<file path="src/rtl/ext_prog_addr_pkg.sv">
package ext_prog_addr_pkg;
  typedef struct packed {
    logic loadLow;
    logic loadIo;
  } latchCtl_t;
endpackage

</file>
<file path="src/rtl/ext_prog_addr_ctrl.sv">
module ext_prog_addr_ctrl
  import ext_prog_addr_pkg::*;
(
  input  logic      clk,
  input  logic      rstN,
  input  logic      aleStrobe,
  output latchCtl_t ctl
);
  logic strobeSeen;

  always_ff @(posedge clk or negedge rstN) begin
    if (!rstN) strobeSeen <= 1'b0;
    else       strobeSeen <= aleStrobe;
  end

  always_comb begin
    ctl.loadLow = aleStrobe;
    ctl.loadIo  = aleStrobe & ~strobeSeen;
  end
endmodule

</file>
<file path="src/rtl/ext_prog_addr_dp.sv">
module ext_prog_addr_dp
  import ext_prog_addr_pkg::*;
#(
  parameter int LowW  = 8,
  parameter int PortW = 4,
  parameter int SelW  = 2,
  parameter int DataW = 8,
  localparam int PassW  = PortW - SelW,
  localparam int AddrW  = LowW + PassW,
  localparam int DevCnt = (1 << SelW) - 1
)(
  input  logic             clk,
  input  logic             rstN,
  input  latchCtl_t        ctl,
  input  logic [LowW-1:0]  busIn,
  input  logic [PortW-1:0] portNib,
  input  logic             psenN,
  input  logic [DataW-1:0] memData,
  output logic [AddrW-1:0] memAddr,
  output logic [PortW-1:0] ioNib,
  output logic [DevCnt-1:0] chipSelN,
  output logic [DataW-1:0] busOut,
  output logic             busOe
);
  logic [LowW-1:0] lowByte;
  logic [PortW-1:0] ioCopy;
  logic [SelW-1:0] devCode;
  logic anySel;

  always_ff @(posedge clk or negedge rstN) begin
    if (!rstN) begin
      lowByte <= '0;
      ioCopy  <= '0;
    end else begin
      if (ctl.loadLow) lowByte <= busIn;
      if (ctl.loadIo)  ioCopy  <= portNib;
    end
  end

  assign devCode = portNib[PortW-1 -: SelW];
  assign memAddr = {portNib[PassW-1:0], lowByte};
  assign ioNib   = ioCopy;

  for (genvar k = 0; k < DevCnt; k++) begin : g_sel
    assign chipSelN[k] = ~(~psenN && (devCode == SelW'(k + 1)));
  end

  assign anySel = ~psenN && (devCode != '0);
  assign busOe  = anySel;
  assign busOut = anySel ? memData : '0;
endmodule

</file>
<file path="src/rtl/ext_prog_addr_if.sv">
module ext_prog_addr_if
  import ext_prog_addr_pkg::*;
#(
  parameter int LowW  = 8,
  parameter int PortW = 4,
  parameter int SelW  = 2,
  parameter int DataW = 8,
  localparam int PassW  = PortW - SelW,
  localparam int AddrW  = LowW + PassW,
  localparam int DevCnt = (1 << SelW) - 1
)(
  input  logic              clk,
  input  logic              rstN,
  input  logic              aleStrobe,
  input  logic [LowW-1:0]   busIn,
  input  logic [PortW-1:0]  portNib,
  input  logic              psenN,
  input  logic [DataW-1:0]  memData,
  output logic [AddrW-1:0]  memAddr,
  output logic [PortW-1:0]  ioNib,
  output logic [DevCnt-1:0] chipSelN,
  output logic [DataW-1:0]  busOut,
  output logic              busOe
);
  latchCtl_t ctl;

  ext_prog_addr_ctrl u_ctrl (
    .clk(clk), .rstN(rstN), .aleStrobe(aleStrobe), .ctl(ctl)
  );

  ext_prog_addr_dp #(
    .LowW(LowW), .PortW(PortW), .SelW(SelW), .DataW(DataW)
  ) u_dp (
    .clk(clk), .rstN(rstN), .ctl(ctl), .busIn(busIn), .portNib(portNib),
    .psenN(psenN), .memData(memData), .memAddr(memAddr), .ioNib(ioNib),
    .chipSelN(chipSelN), .busOut(busOut), .busOe(busOe)
  );
endmodule

</file>
<file path="config.mk">
export PLATFORM = sky130hd
export DESIGN_NAME = ext_prog_addr_if
export DESIGN_NICKNAME = d
export VERILOG_FILES = /design/src/rtl/ext_prog_addr_pkg.sv /design/src/rtl/ext_prog_addr_ctrl.sv /design/src/rtl/ext_prog_addr_dp.sv /design/src/rtl/ext_prog_addr_if.sv
export SDC_FILE = /design/constraint.sdc
export NUM_CORES = 1
export LEC_CHECK = 0
export CAP_MARGIN = 10
export CORE_AREA = 8 8 45 47
export CTS_CLUSTER_DIAMETER = 200
export CTS_CLUSTER_SIZE = 28
export DETAILED_ROUTE_END_ITERATION = 16
export DIE_AREA = 0 0 53 55
export DONT_BUFFER_PORTS = 1
export PLACE_DENSITY_LB_ADDON = 0.1
export SYNTH_ARGS = -nofsm -noshare
export SYNTH_HDL_FRONTEND = slang
export SYNTH_HIERARCHICAL = 1
export SYNTH_SLANG_ARGS = --single-unit
</file>
<file path="constraint.sdc">
create_clock -name clk -period 1.1 [get_ports clk]
set_clock_uncertainty 0.2 [all_clocks]
set_input_delay 0.165 -clock clk [delete_from_list [all_inputs] [get_ports clk]]
set_output_delay 0.165 -clock clk [all_outputs]
set_load 0.02 [all_outputs]
</file>
After elaboration in Yosys (flattened, before gate mapping)
Index checks and enable logic that the tools add are counted.
{"block": "op_classes", "reduce_logical": 5, "n_eq_ne": 3, "mux": 1, "bitwise_logic": 6}
{"cell": "8-bit two-way mux", "count": 1}
{"cell": "1-bit inverter", "count": 5}
{"cell": "2-bit == test, second input constant", "count": 2}
{"cell": "1-bit logical AND", "count": 4}
{"cell": "2-bit by 1-bit == test with 1-bit output, second input constant", "count": 1}
{"cell": "2-bit nonzero test", "count": 1}
{"cell": "1-bit bitwise AND", "count": 1}
{"block": "word_totals", "reg_bits": 13, "wordCells": 18, "inputBits": 24}

Longest topological paths before layout
{"block": "depth", "ltp_word": 3, "mapped_depth": 3, "mapped_depth_nobuf": 2}

Cells and area by module
Netlist, hierarchy kept.
{"mod": "ext_prog_addr_dp", "instances": 1, "cells_per_inst": 40, "area_per_inst_um2": 551.8, "seq_area_each_um2": 300.3}
{"mod": "ext_prog_addr_ctrl", "instances": 1, "cells_per_inst": 3, "area_per_inst_um2": 46.3, "seq_area_each_um2": 25.0}

Worst setup path before layout
No wires, ideal clock.
{"block": "synth_timing", "path_kind": "register -> register", "from": "register u_ctrl.strobeSeen", "to": "register u_dp.ioCopy[0] (netlist: u_dp/ioNib[0])", "stages_incl_launch_ff": 3, "slack_ps": -70, "required_ps": 775, "setup_ps": 125, "path_buffers": 0, "arrival_time_ps": 845, "cell_sequence": "dfrtp_1 -> nor2b_4 -> mux2_2"}
{"element": "from (decl)", "line_no": "ext_prog_addr_ctrl.sv:9", "source": "logic strobeSeen;"}
{"element": "from (signal assigned)", "line_no": "ext_prog_addr_ctrl.sv:13", "source": "else strobeSeen <= aleStrobe;"}
{"element": "to (signal assigned)", "line_no": "ext_prog_addr_dp.sv:36", "source": "if (ctl.loadIo) ioCopy <= portNib;"}
{"element": "to (decl)", "line_no": "ext_prog_addr_dp.sv:26", "source": "logic [PortW-1:0] ioCopy;"}

==> impl_metrics.json <==
{
  "synth_top_family_by_area": "multiplexers",
  "drt_iter0_markers": 2,
  "instances_no_fill": 91,
  "rsz0062_at_grt": "yes",
  "synth.area.mux_share_pct": 22.6,
  "yosys_warnings": 6,
  "grt_usage_pct": 11.6,
  "synth.area.top_cells": "dfrtp_1 54%, mux2_2 23%, and2_1 8.4%, buf_4 3.8%, o21ba_4 2.7%",
  "p_total_mw": 1.25,
  "placed_cells": 68,
  "vias_per_cell": 4.80,
  "synth_xor_area_share_pct": 0,
  "fin_crit_sh_pct": 112,
  "relSlewSlack_pct": 62.5,
  "hold_slack_ns": -0.273,
  "p_leak_nw": 0.437,
  "peakVddDrop_uv": 682,
  "antenna_found_initial": 0,
  "crit_path_max_fanout": 4,
  "h-tree-depth": 1,
  "fmax_ghz": 0.811,
  "arrival_ns": 1.18,
  "place_congestion": 0.716,
  "die_w_um": 53,
  "period_minus_slack_ns": 1.23,
  "cts_sinks": 13,
  "portBuffers": 0,
  "clock_latency_ns": 0.26,
  "synthTopCellsByCount": "13 x dfrtp_1, 12 x mux2_2, 8 x and2_1, 3 x buf_4",
  "numCtsBuffers": 3,
  "grt_max_degree": 14,
  "synthAdderAreaFrac_pct": 0,
  "power_density_nw_per_um2": 1310,
  "avgSynthCellArea_um2": 13.9,
  "die-height_um": 55,
  "syn_inst": 43,
  "diodes": 0,
  "path_class": "flop to flop",
  "min_path_type": "primary input to flop",
  "yosys.area.top_type": "dfrtp_1",
  "core_um2": 1380,
  "start_util_pct": 43.2,
  "synth_top_flop_cell": "dfrtp_1",
  "drc": 0,
  "ys_seq_area_share_pct": 54.4,
  "grt-ovfl-total": 0,
  "yosys.area.top_type_share_pct": 54.4,
  "pre_cts_ws_ns": -0.117,
  "root_buffer": "clkbuf_4",
  "drtAntennaViolNets": 0,
  "final_cell_area_um2": 951,
  "critPathLaunchType": "flop",
  "setup_viol": 17,
  "violations": "negative hold slack, negative setup slack",
  "die_area_um2": 2920,
  "tightest_slew_ns": 0.560,
  "fin_ws_ns": -0.133,
  "drive_gt1_share_pct": 48.0,
  "syn-num-nets": 67,
  "grt_pass1_vias": 544,
  "async_flop_share_pct": 100,
  "critical_path_required_ns": 1.05,
  "synth-compound-area-share_pct": 2.72,
  "fin_nets": 100,
  "placed_area_um2": 682,
  "routedWlPerCell_um": 17.7,
  "core.rowCount": 14,
  "grt_pass1_wl_mm": 2.48,
  "fillers": 94,
  "post-route-util_pct": 68.7,
  "synth_most_common_cell": "dfrtp_1",
  "dr.pass1.iters": 2,
  "clkSlewWorstSetupHoldPaths_ns": 0.07,
  "io_pins": 50,
  "cts_tree": "yes",
  "cp-end-kind": "flop",
  "hold_violations": 9,
  "synthesis.area_um2": 598,
  "drt-total-wl_mm": 1.62,
  "slew_viol_final": 0,
  "synthSimpleGateAreaFrac_pct": 14.6,
  "num_vias": 437,
  "outcome": "finished with violations",
  "maxCapViolations": 0,
  "fin_setup_tns_ns": -1.20,
  "ys_ff_latch": 13,
  "reg2reg_slack_ns": -0.13,
  "area_delta_synth_final_pct": 59.0,
  "synth-edff-count": 0,
  "ctsLongestPathBuffers": 2,
  "yosysUniqueCellTypes": 11
}
-- state kept, by name (all words and copies together) (netlist names) --
register,count
u_dp/lowByte,8
u_ctrl/strobeSeen,1
u_dp/ioNib,4
-- layout make-up --
| type | count | area [um^2] | share of cell area (%) |
|---|---|---|---|
| clock buffer | 4 | 26.3 | 2.76 |
| tap | 16 | 20.0 | 2.11 |
| multi-input combinational | 26 | 258 | 27.1 |
| sequential | 13 | 325 | 34.2 |
| timing repair buffer | 32 | 322 | 33.8 |
-- where the power goes --
group	internal (mW)	switching [mW]
Sequential	0.531	0.0388
Clock	0.140	0.132
Combinational	0.236	0.171
-- layout by cell type (no fill, tap or decap) --
cell and count:
dfrtp_1 13, nand2_1 1, buf_6 13, mux2_2 7, nand3b_1 1, clkbuf_4 3, nor2_1 1, mux2_4 5
or3b_1 1, o21ba_4 1, dlygate4sd3_1 13, and2_1 8, buf_4 6, nor2b_4 1, clkbuf_1 1
-- cell families after synthesis --
| family | Yosys count |
|---|---|
| flip-flops | 13 |
| AND/OR/NAND/NOR | 13 |
| multiplexers | 12 |
| buffers and inverters | 4 |
| AO/OA/AOI/OAI | 1 |
-- worst max-delay path: stages, from the launching register on --
cell	delay, ns
dfrtp_1	0.41
nor2b_4	0.20
mux2_4	0.32
-- per-layer routing --
layer | GRT usage [%] | share of wire [%]
met1 | 10.3 | 35
met2 | 21.7 | 53
met3 | 5.61 | 13
met4 | 5.17 | 0
met5 | 0 | 0
-- worst paths after layout --
kind,start,end,depth (start not counted)
max in group asynchronous,rstN,u_dp/ioNib[2],1
max reg2reg,u_ctrl/strobeSeen,u_dp/ioNib[2],2
min in group asynchronous,rstN,u_ctrl/strobeSeen,1
min,aleStrobe,u_ctrl/strobeSeen,0
max,u_ctrl/strobeSeen,u_dp/ioNib[2],2
min reg2reg,u_dp/lowByte[1],u_dp/lowByte[1],1
-- timing repair --
item / 4_1_cts / 5_1_grt
hold buffers: 12 / 1
hold endpoints to repair: 26 / 10
gates cloned: 0 / 0
setup endpoints to repair: 16 / 19
resized for setup: 12 / 6
setup buffers: 6 / 0
pin swaps: 0 / 0
Power figures use the tool's default switching activity.
